**src/rtl/sar_seq_pkg.sv**
```systemverilog
package sar_seq_pkg;

    typedef enum logic [1:0] {
        ST_IDLE   = 2'd0,
        ST_SAMPLE = 2'd1,
        ST_CONV   = 2'd2
    } seq_state_e;

    // Control word layout: bit 7 start, bit 6 unused, bits 5:1 sample select, bit 0 enable
    typedef struct packed {
        logic       start;
        logic       unused;
        logic [4:0] tsel;
        logic       cmp_en;
    } ctrl_t;

    localparam int unsigned CTRL_W = 8;

    function automatic ctrl_t decode_ctrl(input logic [CTRL_W-1:0] w);
        ctrl_t c;
        c        = ctrl_t'(w);
        c.unused = 1'b0;
        return c;
    endfunction

endpackage

```
**src/rtl/sar_settle.sv**
```systemverilog
module sar_settle #(
    parameter int unsigned SETTLE_CYC = 100
) (
    input  logic clk,
    input  logic rst,
    input  logic en_next,
    output logic settled
);
    localparam int unsigned CW = $clog2(SETTLE_CYC + 2);

    logic [CW-1:0] cnt_q;

    always_ff @(posedge clk) begin
        if (rst || !en_next) begin
            cnt_q <= CW'(SETTLE_CYC);
        end else if (cnt_q != '0) begin
            cnt_q <= cnt_q - 1'b1;
        end
    end

    assign settled = (cnt_q == '0);
endmodule

```
**src/rtl/sar_fsm.sv**
```systemverilog
module sar_fsm
    import sar_seq_pkg::*;
#(
    parameter int unsigned CNT_W = 6
) (
    input  logic             clk,
    input  logic             rst,
    input  logic             go,
    input  logic             abort,
    input  logic [CNT_W-1:0] samp_len,
    input  logic             last_bit,
    output seq_state_e       state,
    output logic             load,
    output logic             step,
    output logic             done
);
    seq_state_e       st_q;
    logic [CNT_W-1:0] scnt_q;

    assign load = (st_q == ST_SAMPLE) && (scnt_q == '0) && !abort;
    assign step = (st_q == ST_CONV);
    assign done = (st_q == ST_CONV) && last_bit && !abort;

    always_ff @(posedge clk) begin
        if (rst) begin
            st_q   <= ST_IDLE;
            scnt_q <= '0;
        end else begin
            unique case (st_q)
                ST_IDLE: begin
                    if (go) begin
                        st_q   <= ST_SAMPLE;
                        scnt_q <= samp_len - 1'b1;
                    end
                end
                ST_SAMPLE: begin
                    if (abort)              st_q   <= ST_IDLE;
                    else if (scnt_q == '0)  st_q   <= ST_CONV;
                    else                    scnt_q <= scnt_q - 1'b1;
                end
                ST_CONV: begin
                    if (abort) begin
                        st_q <= ST_IDLE;
                    end else if (last_bit) begin
                        if (go) begin
                            st_q   <= ST_SAMPLE;
                            scnt_q <= samp_len - 1'b1;
                        end else begin
                            st_q <= ST_IDLE;
                        end
                    end
                end
                default: st_q <= ST_IDLE;
            endcase
        end
    end

    assign state = st_q;
endmodule

```
**src/rtl/sar_approx.sv**
```systemverilog
module sar_approx #(
    parameter int unsigned N_BITS = 10
) (
    input  logic              clk,
    input  logic              rst,
    input  logic              load,
    input  logic              step,
    input  logic              done,
    input  logic              cmp_in,
    output logic [N_BITS-1:0] code,
    output logic [N_BITS-1:0] result,
    output logic              last_bit
);
    localparam int unsigned IW = $clog2(N_BITS);

    logic [N_BITS-1:0] sar_q, sar_nx, res_q;
    logic [IW-1:0]     idx_q;

    always_comb begin
        sar_nx = sar_q;
        if (!cmp_in) sar_nx[idx_q] = 1'b0;
        if (idx_q != '0) sar_nx[idx_q - 1'b1] = 1'b1;
    end

    always_ff @(posedge clk) begin
        if (rst) begin
            sar_q <= '0;
            idx_q <= '0;
            res_q <= '0;
        end else begin
            if (load) begin
                sar_q <= {1'b1, {(N_BITS-1){1'b0}}};
                idx_q <= IW'(N_BITS - 1);
            end else if (step) begin
                sar_q <= sar_nx;
                if (idx_q != '0) idx_q <= idx_q - 1'b1;
            end
            if (done) res_q <= sar_nx;
        end
    end

    assign code     = sar_q;
    assign result   = res_q;
    assign last_bit = (idx_q == '0);
endmodule

```
**src/rtl/sar_seq.sv**
```systemverilog
module sar_seq
    import sar_seq_pkg::*;
#(
    parameter int unsigned N_BITS     = 10,
    parameter int unsigned CH_W       = 3,
    parameter int unsigned SETTLE_CYC = 100,
    parameter int unsigned SAMP_BASE  = 4
) (
    input  logic              clk,
    input  logic              rst,
    input  logic              ctrl_wr,
    input  logic [7:0]        ctrl_wdata,
    input  logic              chan_wr,
    input  logic [CH_W-1:0]   chan_wdata,
    input  logic              cmp_in,
    output logic [CH_W-1:0]   chan_sel,
    output logic [N_BITS-1:0] dac_code,
    output logic              sample_hold,
    output logic              busy,
    output logic [N_BITS-1:0] result,
    output logic [7:0]        result_hi,
    output logic              eoc_irq
);
    localparam int unsigned CNT_W = $clog2(SAMP_BASE + 32);

    ctrl_t            ctrl_q;
    logic [CH_W-1:0]  chan_q;
    logic             en_next, settled, go, abort;
    logic             start_q, en_q;
    logic [CNT_W-1:0] samp_len;
    seq_state_e       state;
    logic             load, step, done, last_bit, eoc_q;

    always_ff @(posedge clk) begin
        if (rst) begin
            ctrl_q <= '0;
            chan_q <= '0;
            eoc_q  <= 1'b0;
        end else begin
            if (ctrl_wr) ctrl_q <= decode_ctrl(ctrl_wdata);
            if (chan_wr) chan_q <= chan_wdata;
            eoc_q <= done;
        end
    end

    assign start_q  = ctrl_q.start;
    assign en_q     = ctrl_q.cmp_en;
    assign en_next  = ctrl_wr ? ctrl_wdata[0] : en_q;
    assign go       = start_q && en_q && settled;
    assign abort    = chan_wr || !start_q || !en_q;
    assign samp_len = CNT_W'(SAMP_BASE) + CNT_W'(ctrl_q.tsel);

    sar_settle #(.SETTLE_CYC(SETTLE_CYC)) u_settle (
        .clk     (clk),
        .rst     (rst),
        .en_next (en_next),
        .settled (settled)
    );

    sar_fsm #(.CNT_W(CNT_W)) u_fsm (
        .clk      (clk),
        .rst      (rst),
        .go       (go),
        .abort    (abort),
        .samp_len (samp_len),
        .last_bit (last_bit),
        .state    (state),
        .load     (load),
        .step     (step),
        .done     (done)
    );

    sar_approx #(.N_BITS(N_BITS)) u_approx (
        .clk      (clk),
        .rst      (rst),
        .load     (load),
        .step     (step),
        .done     (done),
        .cmp_in   (cmp_in),
        .code     (dac_code),
        .result   (result),
        .last_bit (last_bit)
    );

    assign chan_sel    = chan_q;
    assign busy        = (state != ST_IDLE);
    assign sample_hold = (state == ST_CONV);
    assign eoc_irq     = eoc_q;
    assign result_hi   = result[N_BITS-1 -: 8];
endmodule

```
**config.mk**
```make
export PLATFORM = sky130hd
export DESIGN_NAME = sar_seq
export DESIGN_NICKNAME = d
export VERILOG_FILES = /design/src/rtl/sar_seq_pkg.sv /design/src/rtl/sar_settle.sv /design/src/rtl/sar_fsm.sv /design/src/rtl/sar_approx.sv /design/src/rtl/sar_seq.sv
export SDC_FILE = /design/constraint.sdc
export NUM_CORES = 1
export LEC_CHECK = 0
export ABC_AREA = 0
export ABC_CLOCK_PERIOD_IN_PS = 2100
export CORE_UTILIZATION = 54
export CTS_BUF_LIST = sky130_fd_sc_hd__clkbuf_8
export DETAILED_ROUTE_END_ITERATION = 10
export PLACE_DENSITY = 0.83
export SLEW_MARGIN = 15
export SYNTH_ARGS = -nofsm -noshare
export SYNTH_HDL_FRONTEND = slang
export SYNTH_SLANG_ARGS = --single-unit
```
**constraint.sdc**
```tcl
create_clock -name clk -period 2.1 [get_ports clk]
set_input_delay 0.42 -clock clk [delete_from_list [all_inputs] [get_ports clk]]
set_output_delay 0.42 -clock clk [all_outputs]
set_load 0.1 [all_outputs]
```
==> flow_summary.json <==
{
  "reg2reg_to": "u_fsm.scnt_q[0]$_SDFFE_PP0P_",
  "grt_pass1_vias": 2026,
  "rrSetupSlack_ns": 0.20,
  "synth_fp_nets": 318,
  "antenna_found_initial": 0,
  "fp-row-count": 24,
  "dpl.hpwl_um": 3850,
  "worst-setup-path-type": "flip-flop to flip-flop",
  "crit_start": "u_approx.idx_q[1]$_SDFFE_PP0N_",
  "final_util": 0.696,
  "hold_buffers": 0,
  "die_y_um": 71.7,
  "grt_pass1_wl_um": 9050,
  "ys_seq_area_frac": 0.382,
  "yosys-top-cells-area": "dfxtp_1 (38%), nor2_1 (7.6%), a211oi_1 (5.2%)",
  "worstSkewPairLatency_ns": 0.30,
  "routed_wl_um": 5160,
  "pre_cts_slack_ns": -0.0147,
  "synth_edf_count": 0,
  "dp.cells": 380,
  "wl_per_cell_um": 13.3,
  "drc_errors": 0,
  "avgViaCountPerCell": 5.46,
  "hold_path_class": "flip-flop to flip-flop",
  "p_total_mw": 1.70,
  "cts_made_buffers": 5,
  "io_pins": 50,
  "area_growth_pct": 19.6,
  "final_cells": 388,
  "clock_skew_ns": 0.00998,
  "ir_worst_vdd_mv": 0.533,
  "fmax_ghz": 0.526,
  "rsz0062_at_grt": "false",
  "hold_viol": 0,
  "synth_ff_type": "dfxtp_1",
  "h-tree-depth": 2,
  "relSlewSlack": 0.680,
  "critPathLaunchType": "flip-flop",
  "place_congestion": 0.826,
  "cts_root_buf": "clkbuf_8",
  "antenna_cells": 0,
  "dr.pass1.iters": 4,
  "cts_tree": "built",
  "clockBufferDepth": 2,
  "grt_overflow": 0,
  "grtUsageTotal": 0.221,
  "hold_ws_ns": 0.493,
  "powerDensity_nw_per_um2": 542,
  "synth.most_common_cell": "nor2_1",
  "die_w_um": 71.7,
  "ff2ff_path_depth": 7,
  "final_max_slew_viol_count": 0,
  "syn_inst": 292,
  "synth_top_cells_by_count": "nor2_1 (53), dfxtp_1 (50), a211oi_1 (18)",
  "synth_top_area_share": 0.382,
  "postRouteAntennaNets": 0,
  "fin_ws_ns": 0.200,
  "p_leak_nw": 1.26,
  "setup_tns_ns": 0,
  "endpoint_kind": "flip-flop",
  "synth_seq_cells": 50,
  "drive_above_1_share": 0.214,
  "syn_area_um2": 2620,
  "ys_warn_count": 0,
  "cts_setup_buffers": 0,
  "status": "finished, final reports clean",
  "dr_total_vias": 2120,
  "period_share": 0.905,
  "yosysUniqueCellTypes": 50,
  "max_cap_violations": 0,
  "placement.io_buffers": 48,
  "synth.avg_cell_area_um2": 8.97,
  "grt_max_degree": 36,
  "start_util": 0.582,
  "min_period_ns": 1.90,
  "finalSetupViolCount": 0,
  "final_area_um2": 3130,
  "synth_top_area_cell": "dfxtp_1",
  "clkTransAtPathRegs_ns": 0.09,
  "crit_arrival_ns": 2.14,
  "async_flop_share": 0,
  "critical_path_required_ns": 2.34,
  "place_area_um2": 3040,
  "cp-endpoint": "u_fsm.scnt_q[0]$_SDFFE_PP0P_",
  "drtIter0Drc": 89,
  "core_um2": 4500,
  "cp_max_fo": 12,
  "worst_pin_slew_ns": 0.480,
  "die_area_um2": 5130,
  "final_nets": 361,
  "clkSinkCount": 50,
  "r2r_start": "u_approx.idx_q[1]$_SDFFE_PP0N_"
}
==> worst min-delay path by stage <==
stage                              startpoint                              to  cells after the start
3_3_place_gp   u_settle.cnt_q[6]$_SDFFE_PP1P_  u_settle.cnt_q[6]$_SDFFE_PP1P_                      2
5_1_grt          u_fsm.scnt_q[4]$_SDFFE_PP0P_    u_fsm.scnt_q[4]$_SDFFE_PP0P_                      2
3_5_place_dp   u_settle.cnt_q[6]$_SDFFE_PP1P_  u_settle.cnt_q[6]$_SDFFE_PP1P_                      2
4_1_cts        u_settle.cnt_q[6]$_SDFFE_PP1P_  u_settle.cnt_q[6]$_SDFFE_PP1P_                      2
2_1_floorplan  u_settle.cnt_q[6]$_SDFFE_PP1P_  u_settle.cnt_q[6]$_SDFFE_PP1P_                      2
6_report       u_settle.cnt_q[6]$_SDFFE_PP1P_  u_settle.cnt_q[6]$_SDFFE_PP1P_                      2
==> what timing repair did <==
action	CTS	global route
endpoints found under the setup margin	0	3
hold endpoints to repair	0	0
resized for setup	0	1
==> final cells by class <==
cell class,count,area [um^2]
multi-input combinational,206,1400
fill,358,1370
sequential,50,1000
timing repair buffer,61,543
clock buffer,5,68.8
tap,52,65.1
inverter,11,41.3
clock inverter,3,17.5
==> worst max-delay path, cell delays in order (launching register included) <==
cell and delay, ns:
dfxtp_1 0.36, inv_1 0.13, ha_2 0.27, inv_1 0.12, o41ai_4 0.28, a32oi_4 0.23, a211o_1 0.31, a21oi_1 0.13
==> routing by layer <==
metal  part of all wire  global-route usage
met5                  0                   0
met4              0.017              0.0959
met3              0.036              0.0380
met2               0.47               0.357
met1               0.48               0.292
==> report_power, final <==
part / total (mW) / switching [mW] / internal (mW)
registers: 0.984 / 0.0187 / 0.966
logic: 0.170 / 0.0962 / 0.0742
clock network: 0.545 / 0.314 / 0.231
==> cell usage in the layout, fill, tap and decap left out, drive strengths merged, types with 2 or more instances in the layout <==
cell type,n
a211oi,19
nor2,54
o21ai,12
o21a,2
buf,47
a21oi,16
inv,12
mux2i,13
nor3,9
dfxtp,50
and2,2
nand3,3
clkdlybuf4s50,14
xor2,4
clkbuf,5
ha,10
or3,3
nand2,13
nor2b,2
o41ai,2
nand3b,8
nand2b,9
or2,3
clkinv,2
a22oi,5
xnor2,6
==> state kept, by name, summed over array words and instances (netlist names), 2 cells and up <==
signal / cells
u_approx.code: 10
u_approx.result: 10
ctrl_q: 5
u_approx.idx_q: 4
u_fsm.state: 2
chan_sel: 3
u_settle.cnt_q: 7
u_fsm.scnt_q: 6
==> cell families after synthesis <==
| group | share of synthesized area |
|---|---|
| adders and majority gates | 0.0478 |
| AOI/OAI and AO/OA | 0.177 |
| xor gates and xnor gates | 0.0334 |
| DFF | 0.382 |
| muxes | 0.0497 |
| buffers and inverters | 0.0860 |
| and+or+nand+nor | 0.224 |
No activity file was read; power rests on OpenSTA's default activity.
